### src/rtl/rcc_pkg.sv
package rcc_pkg;
  localparam int N_SRC   = 6;
  localparam int SRC_EXT = 0;
  localparam int SRC_POR = 1;
  localparam int SRC_BOD = 2;
  localparam int SRC_WDT = 3;
  localparam int SRC_SWR = 4;
  localparam int SRC_BRK = 5;

  typedef logic [N_SRC-1:0] src_vec_t;

  localparam src_vec_t PWR_TRIG = src_vec_t'((1 << SRC_POR) | (1 << SRC_WDT));
  localparam src_vec_t PWR_SET  = src_vec_t'((1 << SRC_POR) | (1 << SRC_BOD));
  localparam src_vec_t PWR_KEEP = ~src_vec_t'(1 << SRC_WDT);
endpackage

### src/rtl/rcc_sync.sv
module rcc_sync #(
  parameter int       W       = 6,
  parameter int       STAGES  = 2,
  parameter bit [W-1:0] RST_VAL = '0
) (
  input  logic         clk_i,
  input  logic         rst_ni,
  input  logic [W-1:0] d_i,
  output logic [W-1:0] q_o
);
  logic [STAGES-1:0][W-1:0] stg_q;

  always_ff @(posedge clk_i or negedge rst_ni) begin
    if (!rst_ni) stg_q[0] <= RST_VAL;
    else         stg_q[0] <= d_i;
  end

  for (genvar s = 1; s < STAGES; s++) begin : g_stage
    always_ff @(posedge clk_i or negedge rst_ni) begin
      if (!rst_ni) stg_q[s] <= RST_VAL;
      else         stg_q[s] <= stg_q[s-1];
    end
  end

  assign q_o = stg_q[STAGES-1];
endmodule

### src/rtl/rcc_stretch.sv
module rcc_stretch #(
  parameter int HOLD = 4
) (
  input  logic clk_i,
  input  logic rst_ni,
  input  logic req_i,
  output logic active_o
);
  localparam int CW = $clog2(HOLD + 1);

  logic [CW-1:0] cnt_q;

  always_ff @(posedge clk_i or negedge rst_ni) begin
    if (!rst_ni)            cnt_q <= CW'(HOLD);
    else if (req_i)         cnt_q <= CW'(HOLD);
    else if (cnt_q != '0)   cnt_q <= cnt_q - 1'b1;
  end

  assign active_o = (cnt_q != '0);

  assert_count_down_R3: assert property (@(posedge clk_i) disable iff (!rst_ni)
    (!req_i && cnt_q != '0) |=> (cnt_q == $past(cnt_q) - 1'b1));
endmodule

### src/rtl/rcc_flags.sv
module rcc_flags
  import rcc_pkg::*;
(
  input  logic     clk_i,
  input  logic     rst_ni,
  input  src_vec_t req_i,
  input  logic     we_i,
  input  src_vec_t wdata_i,
  output src_vec_t flags_o,
  output src_vec_t ev_o
);
  src_vec_t req_q, flags_q, flags_d, ev;

  assign ev = req_i & ~req_q;

  always_comb begin
    if ((ev & PWR_TRIG) != '0) begin
      flags_d = PWR_SET | (ev & PWR_KEEP);
    end else begin
      flags_d = (we_i ? (flags_q & wdata_i) : flags_q) | ev;
    end
  end

  always_ff @(posedge clk_i or negedge rst_ni) begin
    if (!rst_ni) begin
      req_q   <= '0;
      flags_q <= '0;
    end else begin
      req_q   <= req_i;
      flags_q <= flags_d;
    end
  end

  assign flags_o = flags_q;
  assign ev_o    = ev;

  assert_pwr_pattern_R7: assert property (@(posedge clk_i) disable iff (!rst_ni)
    (ev[SRC_POR] || ev[SRC_WDT]) |=>
      (flags_q[SRC_POR] && flags_q[SRC_BOD] && !flags_q[SRC_WDT]));

  assert_no_spurious_set_R10: assert property (@(posedge clk_i) disable iff (!rst_ni)
    (ev == '0) |=> ((flags_q & ~$past(flags_q)) == '0));

  assert_sticky_R9: assert property (@(posedge clk_i) disable iff (!rst_ni)
    (!we_i && !ev[SRC_POR] && !ev[SRC_WDT]) |=>
      ((flags_q & $past(flags_q)) == $past(flags_q)));
endmodule

### src/rtl/rcc_boot_sel.sv
module rcc_boot_sel #(
  parameter int VEC_W = 8
) (
  input  logic             clk_i,
  input  logic             rst_ni,
  input  logic             event_i,
  input  logic             brk_i,
  input  logic             por_i,
  input  logic             isp_i,
  input  logic             stat0_i,
  input  logic [VEC_W-1:0] vec_i,
  output logic [VEC_W+7:0] addr_o
);
  logic cause_q;

  // cause is re-evaluated on every new reset event
  always_ff @(posedge clk_i or negedge rst_ni) begin
    if (!rst_ni)      cause_q <= 1'b0;
    else if (event_i) cause_q <= brk_i | (por_i & isp_i);
  end

  assign addr_o = (cause_q || stat0_i) ? {vec_i, 8'h00} : '0;
endmodule

### src/rtl/reset_cause_ctrl.sv
module reset_cause_ctrl
  import rcc_pkg::*;
#(
  parameter int HOLD_CYCLES = 4,
  parameter int SYNC_STAGES = 2,
  parameter int VEC_W       = 8,
  parameter int REG_W       = 8
) (
  input  logic             clk_i,
  input  logic             rst_ni,
  input  logic             pin_n_i,
  input  logic             pin_rst_en_i,
  input  logic             por_i,
  input  logic             bod_i,
  input  logic             wdt_i,
  input  logic             swr_i,
  input  logic             brk_i,
  input  logic             isp_force_i,
  input  logic             boot_stat0_i,
  input  logic [VEC_W-1:0] boot_vec_i,
  input  logic             flag_we_i,
  input  logic [REG_W-1:0] flag_wdata_i,
  output logic [REG_W-1:0] flags_o,
  output logic             pin_gpio_o,
  output logic             core_rst_o,
  output logic [VEC_W+7:0] fetch_addr_o
);
  localparam src_vec_t SYNC_RST = src_vec_t'(1 << SRC_EXT);

  src_vec_t raw, sync_q, req, flags, ev;
  logic     pin_s, por_s, pwr_up, ext_req, any_req, por_phase_q;

  // bit SRC_EXT carries the raw pin level; other bits are the requests
  assign raw = {brk_i, swr_i, wdt_i, bod_i, por_i, pin_n_i};

  rcc_sync #(.W(N_SRC), .STAGES(SYNC_STAGES), .RST_VAL(SYNC_RST)) u_sync (
    .clk_i (clk_i),
    .rst_ni(rst_ni),
    .d_i   (raw),
    .q_o   (sync_q)
  );

  assign pin_s   = sync_q[SRC_EXT];
  assign por_s   = sync_q[SRC_POR];
  assign pwr_up  = por_s | por_phase_q;
  assign ext_req = ~pin_s & (pin_rst_en_i | pwr_up);

  always_comb begin
    req          = sync_q;
    req[SRC_EXT] = ext_req;
  end

  assign any_req = |req;

  // power-up window: from power-on request until the core reset ends
  always_ff @(posedge clk_i or negedge rst_ni) begin
    if (!rst_ni) por_phase_q <= 1'b1;
    else         por_phase_q <= por_s | (por_phase_q & core_rst_o);
  end

  rcc_stretch #(.HOLD(HOLD_CYCLES)) u_stretch (
    .clk_i   (clk_i),
    .rst_ni  (rst_ni),
    .req_i   (any_req),
    .active_o(core_rst_o)
  );

  rcc_flags u_flags (
    .clk_i  (clk_i),
    .rst_ni (rst_ni),
    .req_i  (req),
    .we_i   (flag_we_i),
    .wdata_i(flag_wdata_i[N_SRC-1:0]),
    .flags_o(flags),
    .ev_o   (ev)
  );

  rcc_boot_sel #(.VEC_W(VEC_W)) u_boot (
    .clk_i  (clk_i),
    .rst_ni (rst_ni),
    .event_i(|ev),
    .brk_i  (req[SRC_BRK]),
    .por_i  (req[SRC_POR]),
    .isp_i  (isp_force_i),
    .stat0_i(boot_stat0_i),
    .vec_i  (boot_vec_i),
    .addr_o (fetch_addr_o)
  );

  assign flags_o    = {{(REG_W-N_SRC){1'b0}}, flags};
  assign pin_gpio_o = pin_s;

  assert_req_resets_R2: assert property (@(posedge clk_i) disable iff (!rst_ni)
    any_req |=> core_rst_o);

  assert_brk_boot_R12: assert property (@(posedge clk_i) disable iff (!rst_ni)
    req[SRC_BRK] |=> (fetch_addr_o == {boot_vec_i, 8'h00}));

  assert_pwr_pin_R6: assert property (@(posedge clk_i) disable iff (!rst_ni)
    (por_s && !pin_s) |=> core_rst_o);
endmodule

### config.mk
export PLATFORM = sky130hd
export DESIGN_NAME = reset_cause_ctrl
export DESIGN_NICKNAME = d
export VERILOG_FILES = /design/src/rtl/rcc_pkg.sv /design/src/rtl/rcc_sync.sv /design/src/rtl/rcc_stretch.sv /design/src/rtl/rcc_flags.sv /design/src/rtl/rcc_boot_sel.sv /design/src/rtl/reset_cause_ctrl.sv
export SDC_FILE = /design/constraint.sdc
export NUM_CORES = 1
export LEC_CHECK = 0
export BUFFER_PORTS_ARGS = -buffer_cell sky130_fd_sc_hd__clkbuf_2
export CORE_AREA = 2 2 52 54
export CTS_BUF_LIST = sky130_fd_sc_hd__clkbuf_8
export DETAILED_ROUTE_END_ITERATION = 8
export DIE_AREA = 0 0 54 56
export PLACE_DENSITY_LB_ADDON = 0.1
export SLEW_MARGIN = 30
export SYNTH_ARGS = -nofsm -noshare
export SYNTH_HDL_FRONTEND = slang
export SYNTH_SLANG_ARGS = --single-unit
export TNS_END_PERCENT = 10
### constraint.sdc
create_clock -name clk_i -period 1.54 [get_ports clk_i]
set_input_delay 0.077 -clock clk_i [delete_from_list [all_inputs] [get_ports clk_i]]
set_output_delay 0.077 -clock clk_i [all_outputs]
set_load 0.03 [all_outputs]
==> flow_summary.yaml <==
hold_path:
  worstHoldStart: "flag_wdata_i[2]"
  min_to: "u_flags.flags_o[2]"
  whs_path_depth: 3
  hold_path.class: "input port to register"
power_and_ir_drop:
  powerDensity_nw_per_um2: 1232
  pwr-share-comb: 0.127
  p_switching_w: 0.0004583
  p_int_w: 0.001409
  power_leakage_nw: 0.7603
  power.share.sequential: 0.442
  p_clk_frac: 0.431
  power_w: 0.001868
  ir_worst_vdd_v: 0.0007752
  swShare: 0.2454
final_layout:
  nFillCells: 204
  fin_nets: 176
  final_layout_size_suffix_gt1_frac: 0.3810
  multi_input_area_um2: 326.6
  seqCellArea_um2: 730.7
  synthToLayoutAreaGrowth_pct: 34.82
  diodes: 0
global_route:
  grt_pass1_vias: 706
  gr-total-overflow: 0
  grt_pass1_wl_um: 2973
  track_usage: 0.1460
  grt_start_max_net_pins: 30
  antenna_found_initial: 0
synth:
  yosysSeqAreaShare: 0.6496
  synthArstFlopShare: 1.000
  syn_area_um2: 1125
  avgSynthCellArea_um2: 12.23
  yosysMostFrequentCell: "dfrtp_1"
  ys_warn_count: 0
  yosysTopAreaCell: "dfrtp_1"
  synth_top_cell_area_share: 0.5562
  ys_types: 23
  dominantRegCellSynth: "dfrtp_1"
  synth_edf_count: 0
  ys_ff_latch: 29
  synthCells: 92
  synth_common_cells: "dfrtp_1 (25), buf_4 (10), nor2b_1 (9)"
  synth_area_leaders: "dfrtp_1 (56%), dfstp_2 (9.3%), buf_4 (6.7%)"
timing:
  rsz0062_at_grt: "no"
  fin_crit_sh: 0.9186
  fmax_ghz: 0.7069
  tightest_slew_ns: 0.6795
  setup_tns_ns: 0
  hold_viol: 0
  slew_viol_final: 0
  layout_min_cycle_time_ns: 1.415
  setup_violations: 0
  fin_skew_ns: 0.001728
  holdWs_ns: 0.03058
  relSlewSlack: 0.5470
clock_tree:
  htree_levels: 2
  cts_sinks: 29
  cts_made_buffers: 5
  cts_tree: "done"
  cts_setup_buffers: 0
  clk_pin_slew_ns: 0.06
  cts_root_buffer: "clkbuf_8"
  clockBufferDepth: 2
  clock_latency_ns: 0.28
critical_path:
  start_kind: "register"
  rrSetupSlack_ns: 0.23
  r2r_end: "u_boot.cause_q"
  r2r_start: "por_phase_q"
  critPathCaptureType: "output port"
  worstPathArrival_ns: 1.34
  worstSetupPathType: "register to output port"
  critical_path.max_fanout: 5
  cp.required_ns: 1.46
  reg2reg_depth: 4
die:
  die-width_um: 54
  start_util: 0.4624
  coreArea_um2: 2432
  rows: 18
  dieArea_um2: 3024
  boundaryPins: 54
  die_y_um: 56
place:
  gp_congestion: 0.6778
  io_buffers: 41
  hpwl_um: 1423
outcome:
  status: "finished clean"
detailed_routing:
  vias_per_cell: 4.412
  wl_per_cell_um: 10.80
  vias: 781
  wl_um: 1912
  firstDrtPassIters: 4
  antenna_left: 0
  drc: 0
  initialDrtViolationCount: 14
run:
  drv_cap: 0
state kept, by name, summed over array words and instances, names as in the netlist:
register         flops
u_sync.stg_q         6
por_phase_q          1
u_stretch.cnt_q      3
u_sync.q_o           6
u_boot.cause_q       1
u_flags.flags_o      6
u_flags.req_q        6
cells in the final DEF (no fill, tap or decap), types with 3 or more instances in the layout:
master         Yosys  layout
nor2_1             6       6
o21ai_0            8       8
nand2b_1           4       4
nor2b_1            9       9
dlygate4sd3_1      0       7
clkbuf_8           0       6
clkbuf_2           0      41
conb_1             1      10
dfstp_2            4       4
dfrtp_1           25      25
inv_1              7       7
nand2_1            3       3
worst max-delay path by stage:
stage	start	to	slack, ns	depth (start not counted)
after global placement	por_phase_q	u_boot.cause_q	0.26	4
after global routing	u_stretch.cnt_q[0]	core_rst_o	0.02	4
final	u_stretch.cnt_q[0]	core_rst_o	0.13	4
after detailed placement	por_phase_q	u_boot.cause_q	0.22	4
after CTS	u_stretch.cnt_q[0]	core_rst_o	0.12	4
after floorplan	u_stretch.cnt_q[0]	u_stretch.cnt_q[0]	0.29	5
through the flow:
step | cell area, um^2 | cells | worst slack [ns] | utilization
floorplan | 1159 | 101 | 0.2868 | -
global placement | 1326 | 162 | 0.2618 | 0.5453
detailed placement | 1326 | 162 | 0.2249 | 0.5453
CTS | 1516 | 177 | 0.1161 | 0.6235
global route | 1516 | 177 | 0.01779 | 0.6235
finish | 1516 | 177 | 0.1254 | 0.6235
final cells by class:
cell class	count	share of cell area
Sequential cell	29	0.4818
Multi-Input combinational cell	55	0.2153
Clock buffer	6	0.05446
Inverter	7	0.01733
Timing Repair Buffer	48	0.1815
Tap cell	30	0.02475
Clock inverter	2	0.02475
kinds of logic after synthesis:
group / Yosys count / share of synthesized area
AO/OA/AOI/OAI: 16 / 0.09566
XOR/XNOR: 1 / 0.007788
adder cells (fa/ha/maj): 2 / 0.02224
buffers and inverters: 17 / 0.09010
flip-flops: 29 / 0.6496
multiplexers: 1 / 0.008899
other: 1 / 0.003334
AND/OR/NAND/NOR: 25 / 0.1224
critical path, stage by stage, from the launching register on:
cell	delay [ns]
dfrtp_1	0.37
inv_1	0.07
ha_1	0.21
nand2b_1	0.17
clkbuf_2	0.24
timing repair:
item	4_1_cts	5_1_grt
resized for setup	0	0
hold endpoints to repair	31	0
hold buffers	7	0
power groups by stage:
stage / combinational, W / clock (W) / sequential, W
2_1_floorplan: 0.000135 / 0 / 0.000862
3_3_place_gp: 0.000224 / 0 / 0.000837
3_5_place_dp: 0.000226 / 0 / 0.000839
4_1_cts: 0.000240 / 0.000829 / 0.000826
5_1_grt: 0.000260 / 0.000865 / 0.000830
6_report: 0.000238 / 0.000805 / 0.000825
metal layers:
metal / share of wire / global-route usage / up-vias
li1: - / - / 389
met1: 0.40 / 0.1619 / 353
met2: 0.50 / 0.2195 / 36
met3: 0.084 / 0.09677 / 3
met4: 0.014 / 0.05357 / 0
met5: 0 / 0 / -
Note: power is estimated with default switching activity, not from simulation.
